<file path="src/rtl/irqc_pkg.sv">
package irqc_pkg;
  // Byte offsets; software decodes these, so they are fixed.
  localparam int unsigned OFS_HOLDOFF  = 8'h00;
  localparam int unsigned OFS_TIMER    = 8'h08;
  localparam int unsigned OFS_MODE     = 8'h10;
  localparam int unsigned OFS_AUTOMASK = 8'h18;
  localparam int unsigned OFS_MASK     = 8'h20;
  localparam int unsigned OFS_CREDITS  = 8'h28;
  localparam int unsigned OFS_ACK      = 8'h30;
  localparam int unsigned OFS_PENDING  = 8'h38;

  // Flag positions inside an acknowledge write.
  localparam int unsigned ACK_UNMASK_BIT = 16;
  localparam int unsigned ACK_RELOAD_BIT = 17;

  typedef enum logic {
    TMODE_ABS   = 1'b0,
    TMODE_QUIET = 1'b1
  } tmode_e;

  typedef struct packed {
    tmode_e mode;
    logic   automask;
  } cfg_t;
endpackage

</file>
<file path="src/rtl/irqc_credit.sv">
module irqc_credit #(
  parameter int unsigned CNT_W = 16
) (
  input  logic             clk,
  input  logic             rst,
  input  logic             evt_i,
  input  logic             ack_valid_i,
  input  logic [CNT_W-1:0] ack_amount_i,
  output logic [CNT_W-1:0] credits_o
);
  localparam logic [CNT_W-1:0] MAXV = {CNT_W{1'b1}};

  logic [CNT_W-1:0] credits_q;
  logic [CNT_W:0]   sum_w;
  logic [CNT_W:0]   sub_w;
  logic [CNT_W:0]   diff_w;
  logic [CNT_W-1:0] credits_d;

  always_comb begin
    sum_w     = {1'b0, credits_q} + {{CNT_W{1'b0}}, evt_i};
    sub_w     = ack_valid_i ? {1'b0, ack_amount_i} : '0;
    diff_w    = (sum_w > sub_w) ? (sum_w - sub_w) : '0;
    credits_d = diff_w[CNT_W] ? MAXV : diff_w[CNT_W-1:0];
  end

  always_ff @(posedge clk) begin
    if (rst) credits_q <= '0;
    else     credits_q <= credits_d;
  end

  assign credits_o = credits_q;


  credit_step_chk: assert property (@(posedge clk) disable iff (rst)
    ({1'b0, credits_q} <= ({1'b0, $past(credits_q)} + 1'b1)));


  credit_nodrop_chk: assert property (@(posedge clk) disable iff (rst)
    !ack_valid_i |=> (credits_q >= $past(credits_q)));
endmodule

</file>
<file path="src/rtl/irqc_timer.sv">
module irqc_timer #(
  parameter int unsigned CNT_W = 16
) (
  input  logic             clk,
  input  logic             rst,
  input  logic             evt_i,
  input  irqc_pkg::tmode_e mode_i,
  input  logic             credits_zero_i,
  input  logic             reload_i,
  input  logic [CNT_W-1:0] holdoff_i,
  output logic [CNT_W-1:0] cnt_o,
  output logic             expired_o
);
  import irqc_pkg::*;

  logic [CNT_W-1:0] cnt_q;
  logic             load_w;
  logic             evt_load_w;

  always_comb begin
    evt_load_w = evt_i && ((mode_i == TMODE_QUIET) || credits_zero_i);
    load_w     = reload_i || evt_load_w;
  end

  always_ff @(posedge clk) begin
    if (rst)                cnt_q <= '0;
    else if (load_w)        cnt_q <= holdoff_i;
    else if (cnt_q != '0)   cnt_q <= cnt_q - 1'b1;
  end

  assign cnt_o     = cnt_q;
  assign expired_o = (cnt_q == '0);


  timer_countdown_chk: assert property (@(posedge clk) disable iff (rst)
    ((cnt_q != '0) && !load_w) |=> (cnt_q == $past(cnt_q) - 1'b1));


  timer_load_chk: assert property (@(posedge clk) disable iff (rst)
    load_w |=> (cnt_q == $past(holdoff_i)));
endmodule

</file>
<file path="src/rtl/irqc_regs.sv">
module irqc_regs #(
  parameter int unsigned ADDR_W = 8,
  parameter int unsigned DATA_W = 32,
  parameter int unsigned CNT_W  = 16
) (
  input  logic              clk,
  input  logic              rst,
  input  logic              wr_en,
  input  logic              rd_en,
  input  logic [ADDR_W-1:0] addr,
  input  logic [DATA_W-1:0] wdata,
  output logic [DATA_W-1:0] rdata,
  input  logic [CNT_W-1:0]  credits_i,
  input  logic [CNT_W-1:0]  timer_i,
  input  logic              pending_i,
  input  logic              autoset_i,
  output logic [CNT_W-1:0]  holdoff_o,
  output irqc_pkg::cfg_t    cfg_o,
  output logic              mask_o,
  output logic              ack_valid_o,
  output logic [CNT_W-1:0]  ack_amount_o,
  output logic              ack_reload_o
);
  import irqc_pkg::*;

  localparam logic [ADDR_W-1:0] A_HOLD  = ADDR_W'(OFS_HOLDOFF);
  localparam logic [ADDR_W-1:0] A_TIMER = ADDR_W'(OFS_TIMER);
  localparam logic [ADDR_W-1:0] A_MODE  = ADDR_W'(OFS_MODE);
  localparam logic [ADDR_W-1:0] A_AMASK = ADDR_W'(OFS_AUTOMASK);
  localparam logic [ADDR_W-1:0] A_MASK  = ADDR_W'(OFS_MASK);
  localparam logic [ADDR_W-1:0] A_CRED  = ADDR_W'(OFS_CREDITS);
  localparam logic [ADDR_W-1:0] A_ACK   = ADDR_W'(OFS_ACK);
  localparam logic [ADDR_W-1:0] A_PEND  = ADDR_W'(OFS_PENDING);

  logic [CNT_W-1:0]  holdoff_q;
  cfg_t              cfg_q;
  logic              mask_q;
  logic [DATA_W-1:0] rdata_q;
  logic [DATA_W-1:0] rmux_w;
  logic              mask_wr_w;
  logic              unmask_req_w;
  logic              unused_wbits;

  assign mask_wr_w    = wr_en && (addr == A_MASK);
  assign ack_valid_o  = wr_en && (addr == A_ACK);
  assign ack_amount_o = wdata[CNT_W-1:0];
  assign unmask_req_w = ack_valid_o && wdata[ACK_UNMASK_BIT];
  assign ack_reload_o = ack_valid_o && wdata[ACK_RELOAD_BIT];
  assign unused_wbits = ^wdata[DATA_W-1:ACK_RELOAD_BIT+1];

  always_ff @(posedge clk) begin
    if (rst) begin
      holdoff_q <= '0;
      cfg_q     <= '{mode: TMODE_ABS, automask: 1'b0};
    end else if (wr_en) begin
      if (addr == A_HOLD)  holdoff_q      <= wdata[CNT_W-1:0];
      if (addr == A_MODE)  cfg_q.mode     <= tmode_e'(wdata[0]);
      if (addr == A_AMASK) cfg_q.automask <= wdata[0];
    end
  end

  // Software writes take priority over the hardware auto-mask.
  always_ff @(posedge clk) begin
    if (rst)               mask_q <= 1'b0;
    else if (mask_wr_w)    mask_q <= wdata[0];
    else if (unmask_req_w) mask_q <= 1'b0;
    else if (autoset_i)    mask_q <= 1'b1;
  end

  always_comb begin
    rmux_w = '0;
    unique case (addr)
      A_HOLD:  rmux_w = DATA_W'(holdoff_q);
      A_TIMER: rmux_w = DATA_W'(timer_i);
      A_MODE:  rmux_w = DATA_W'(cfg_q.mode);
      A_AMASK: rmux_w = DATA_W'(cfg_q.automask);
      A_MASK:  rmux_w = DATA_W'(mask_q);
      A_CRED:  rmux_w = DATA_W'(credits_i);
      A_PEND:  rmux_w = DATA_W'(pending_i);
      default: rmux_w = '0;
    endcase
  end

  always_ff @(posedge clk) begin
    if (rst)        rdata_q <= '0;
    else if (rd_en) rdata_q <= rmux_w;
  end

  assign rdata     = rdata_q;
  assign holdoff_o = holdoff_q;
  assign cfg_o     = cfg_q;
  assign mask_o    = mask_q;


  mask_write_chk: assert property (@(posedge clk) disable iff (rst)
    mask_wr_w |=> (mask_o == $past(wdata[0])));


  ack_unmask_chk: assert property (@(posedge clk) disable iff (rst)
    unmask_req_w |=> !mask_o);


  automask_set_chk: assert property (@(posedge clk) disable iff (rst)
    (autoset_i && !mask_wr_w && !unmask_req_w) |=> mask_o);
endmodule

</file>
<file path="src/rtl/irq_coalesce.sv">
module irq_coalesce #(
  parameter int unsigned ADDR_W = 8,
  parameter int unsigned DATA_W = 32,
  parameter int unsigned CNT_W  = 16
) (
  input  logic              clk,
  input  logic              rst,
  input  logic              evt_i,
  input  logic              wr_en,
  input  logic              rd_en,
  input  logic [ADDR_W-1:0] addr,
  input  logic [DATA_W-1:0] wdata,
  output logic [DATA_W-1:0] rdata,
  output logic              irq_o
);
  import irqc_pkg::*;

  logic [CNT_W-1:0] credits_w;
  logic [CNT_W-1:0] timer_w;
  logic [CNT_W-1:0] holdoff_w;
  logic [CNT_W-1:0] ack_amount_w;
  logic             ack_valid_w;
  logic             ack_reload_w;
  logic             expired_w;
  logic             mask_w;
  logic             pending_w;
  logic             irq_d;
  logic             irq_q;
  logic             autoset_w;
  cfg_t             cfg_w;

  irqc_regs #(.ADDR_W(ADDR_W), .DATA_W(DATA_W), .CNT_W(CNT_W)) u_regs (
    .clk(clk), .rst(rst), .wr_en(wr_en), .rd_en(rd_en), .addr(addr),
    .wdata(wdata), .rdata(rdata), .credits_i(credits_w), .timer_i(timer_w),
    .pending_i(pending_w), .autoset_i(autoset_w), .holdoff_o(holdoff_w),
    .cfg_o(cfg_w), .mask_o(mask_w), .ack_valid_o(ack_valid_w),
    .ack_amount_o(ack_amount_w), .ack_reload_o(ack_reload_w)
  );

  irqc_credit #(.CNT_W(CNT_W)) u_credit (
    .clk(clk), .rst(rst), .evt_i(evt_i), .ack_valid_i(ack_valid_w),
    .ack_amount_i(ack_amount_w), .credits_o(credits_w)
  );

  irqc_timer #(.CNT_W(CNT_W)) u_timer (
    .clk(clk), .rst(rst), .evt_i(evt_i), .mode_i(cfg_w.mode),
    .credits_zero_i(credits_w == '0), .reload_i(ack_reload_w),
    .holdoff_i(holdoff_w), .cnt_o(timer_w), .expired_o(expired_w)
  );

  assign pending_w = (credits_w != '0) && expired_w;
  assign irq_d     = pending_w && !mask_w;
  assign autoset_w = cfg_w.automask && irq_d && !irq_q;

  always_ff @(posedge clk) begin
    if (rst) irq_q <= 1'b0;
    else     irq_q <= irq_d;
  end

  assign irq_o = irq_q;


  masked_low_chk: assert property (@(posedge clk) disable iff (rst)
    mask_w |=> !irq_o);


  nocredit_low_chk: assert property (@(posedge clk) disable iff (rst)
    (credits_w == '0) |=> !irq_o);


  timer_running_low_chk: assert property (@(posedge clk) disable iff (rst)
    !expired_w |=> !irq_o);
endmodule

</file>
<file path="config.mk">
export PLATFORM = sky130hd
export DESIGN_NAME = irq_coalesce
export DESIGN_NICKNAME = d
export VERILOG_FILES = /design/src/rtl/irqc_pkg.sv /design/src/rtl/irqc_credit.sv /design/src/rtl/irqc_timer.sv /design/src/rtl/irqc_regs.sv /design/src/rtl/irq_coalesce.sv
export SDC_FILE = /design/constraint.sdc
export NUM_CORES = 1
export LEC_CHECK = 0
export BUFFER_PORTS_ARGS = -buffer_cell sky130_fd_sc_hd__buf_2
export CORE_ASPECT_RATIO = 2
export CORE_UTILIZATION = 47
export CTS_CLUSTER_DIAMETER = 100
export DETAILED_ROUTE_END_ITERATION = 12
export GPL_TIMING_DRIVEN = 0
export HOLD_SLACK_MARGIN = 0.15
export PLACE_DENSITY = 0.69
export SYNTH_ARGS = -nofsm -noshare
export SYNTH_HDL_FRONTEND = slang
export SYNTH_HIERARCHICAL = 1
export SYNTH_SLANG_ARGS = --single-unit
</file>
<file path="constraint.sdc">
create_clock -name clk -period 4.2 [get_ports clk]
set_clock_uncertainty 0.05 [all_clocks]
set_input_delay 0.42 -clock clk [delete_from_list [all_inputs] [get_ports clk]]
set_output_delay 0.42 -clock clk [all_outputs]
set_load 0.03 [all_outputs]
</file>
==> impl_metrics.csv <==
group,metric,value,unit
status,status,"finished clean",
drt,dr.pass1.iters,5,
floorplan,io_pins,78,
yosys,ys_seq_elements,68,
clocking,clk-insertion-delay-late,330,ps
drt,vias_per_cell,5.66,
drt,drt_iter0_drc,268,
clocking,cts_setup_buffers,0,
floorplan,die_area,0.0104,mm2
timing,finalCriticalPeriod,4040,ps
timing,worstMarginPinSlew,743,ps
pwr,vdd_drop_max,0.338,mV
clocking,cts_buffer_depth,2,
grt,grt_antenna_before_repair,0,
grt,gr-usage-met2,51.5,%
pwr,leakage,2.46,nW
timing,drv_slew,0,
layout,fin_nets,668,
floorplan,start_util,48.1,%
min_path,min_from,"wdata[13]",
grt,grt_pass1_vias,4283,
layout,diodes,0,
layout,layout_common_cells,"68 x dfxtp_1, 50 x buf_2, 42 x nand2_1, 42 x nor2_1, 35 x mux2i_1",
pwr,total_power,3.61,mW
setup_path,cp_max_fo,10,
floorplan,core,0.00970,mm2
clocking,cts_tree,"yes",
drt,drt-wirelength-per-cell,18.1,um
setup_path,r2r-start,"u_credit/credits_o[2]",
clocking,htreeDepth,3,
setup_path,cp-startpoint,"addr[5]",
clocking,cts_buffers,9,
drt,final_antenna_net_count,0,
grt,grt_use_met1,25.4,%
yosys,yosysSeqAreaShare,29.2,%
timing,rsz0062_at_grt,"no",
setup_path,critPathLaunchType,"primary input",
floorplan,die_h,143,um
floorplan,die_w,72.5,um
layout,area_growth,17.4,%
floorplan,rows,51,
drt,drc,0,
layout,design_area,0.00548,mm2
yosys,netlist_instances,531,
timing,slew_headroom,50.3,%
timing,hold_viol_final,0,
yosys,synth_edf_count,0,
timing,fin_crit_sh,96.2,%
place,dpl.hpwl,10600,um
timing,setup_ws,161,ps
min_path,holdPathStages,3,
timing,fmax,0.248,GHz
pwr,p_per_area,660,mW/mm2
timing,tns,0,ps
drt,vias,4187,
place,gp_congestion,0.901,
yosys,synth_flop_cell,"dfxtp_1",
setup_path,r2r_cells,13,
grt,grt_use_met3,3.74,%
timing,finalSetupViolCount,0,
place,place_ws,-492,ps
place,place_area,0.00512,mm2
place,io_buffers,46,
setup_path,arrival,4200,ps
grt,busiest_layer,"met2",
min_path,hp-class,"in -> reg",
layout,final_common_cell,"dfxtp_1",
setup_path,critPathCaptureType,"flop",
grt,grt.overflow.total,0,
yosys,syn_area_per_cell,8.79,um2
grt,grtUsageTotal,27.2,%
grt,grt_pass1_wl,21000,um
clocking,cts_root_buffer,"clkbuf_16",
clocking,clkTransAtPathRegs,50,ps
yosys,synth_cell_types,74,
grt,grt_start_max_net_pins,12,
setup_path,criticalPathCategory,"in -> reg",
flow_run,drv_cap,0,
drt,routed_wirelength,13400,um
clocking,cts.sinks,68,
yosys,yosysWarningCount,6,
yosys,syn_area,0.00467,mm2
setup_path,cp.required,4360,ps
timing,holdWs,290,ps
layout,drive_gt1_share,23.7,%
yosys,synthArstFlopShare,0,%
-- logic make-up (layout without fill, tap and decap cells) --
logic type	count (synthesis)	after routing	share of synthesized area, %
other	1	16	0.0804
muxes	36	36	7.99
adders and majority gates	20	20	5.52
and+or+nand+nor	174	174	22.9
buffers and inverters	70	132	9.17
AOI/OAI and AO/OA	129	129	18.9
xor gates and xnor gates	33	33	6.19
DFF	68	68	29.2
-- worst paths after layout --
path / to / slack [ps]
setup / recovery: u_credit/credits_o[14] / 160
setup reg to reg: u_credit/credits_o[14] / 320
hold / removal: u_regs/holdoff_o[13] / 290
hold reg to reg: u_regs/rdata[8] / 420
-- final cells by class --
cell class | instances | area (um2)
Tap cell | 132 | 165
Timing Repair Buffer | 46 | 230
Multi-Input combinational cell | 408 | 2940
Clock inverter | 4 | 95.1
Inverter | 18 | 67.6
Fill cell | 936 | 4220
Clock buffer | 12 | 256
Sequential cell | 68 | 1360
Buffer | 52 | 362
-- cell usage after synthesis (4+ instances only) --
| library cell | instances | area share (%) |
|---|---|---|
| a211oi_1 | 9 | 1.4 |
| a21oi_1 | 34 | 3.6 |
| a22o_1 | 15 | 2.8 |
| a31oi_1 | 4 | 0.54 |
| and2_1 | 6 | 0.80 |
| and3_1 | 7 | 0.94 |
| buf_2 | 4 | 0.43 |
| buf_4 | 34 | 5.5 |
| buf_6 | 4 | 0.97 |
| clkbuf_1 | 8 | 0.64 |
| dfxtp_1 | 68 | 29 |
| ha_1 | 19 | 5.1 |
| inv_1 | 18 | 1.4 |
| mux2i_1 | 35 | 7.5 |
| nand2_1 | 42 | 3.4 |
| nand2b_1 | 7 | 0.94 |
| nand3_1 | 11 | 1.2 |
| nand4_1 | 9 | 1.2 |
| nor2_1 | 42 | 3.4 |
| nor2b_1 | 5 | 0.67 |
| nor3_1 | 7 | 0.75 |
| nor3_4 | 4 | 1.4 |
| nor4_2 | 4 | 1.1 |
| o211ai_1 | 5 | 0.80 |
| o21ai_0 | 17 | 1.8 |
| o21ai_1 | 11 | 1.2 |
| o22ai_1 | 7 | 0.94 |
| xnor2_1 | 23 | 4.3 |
| xor2_1 | 10 | 1.9 |
-- stage by stage --
stage / cells / util, %
floorplan: 546 / -
CTS: 740 / 56.5
global route: 740 / 56.5
global placement: 724 / 52.8
detailed placement: 724 / 52.8
finish: 740 / 56.5
-- power breakdown --
part	switching (mW)	leakage (nW)	total (mW)	internal [mW]
sequential	0.196	0.554	0.962	0.766
clock	0.272	0.173	0.883	0.611
combinational	1.02	1.73	1.77	0.744
total	1.49	2.46	3.61	2.12
-- layer usage --
layer,wire [um],part of all wire [%]
met5,0,0
met4,829,6.2
met3,428,3.2
met2,7450,56
met1,4660,35
-- sequential cells by signal, indices dropped and copies added, names as in the netlist --
register / count
irq_o: 1
u_credit/credits_o: 16
u_regs/cfg_o: 2
u_regs/holdoff_o: 16
u_regs/mask_o: 1
u_regs/rdata: 16
u_timer/cnt_o: 16
-- what timing repair did --
action / in CTS / in global routing
hold buffers: 0 / 0
resized for setup: 1 / 2
cloned: 0 / 0
setup endpoints to repair: 10 / 10
-- critical path, cell delays in order --
cell and delay (ps):
buf_2 170, clkbuf_1 420, and3_1 300, and2_1 340, clkbuf_2 310, nand2_1 80, ha_1 400, a21oi_1 360
o21ai_0 160, a31oi_1 270, o21ai_1 160, xnor2_2 420, buf_4 290, a21oi_1 90
No activity file was read; power rests on OpenSTA's default activity.
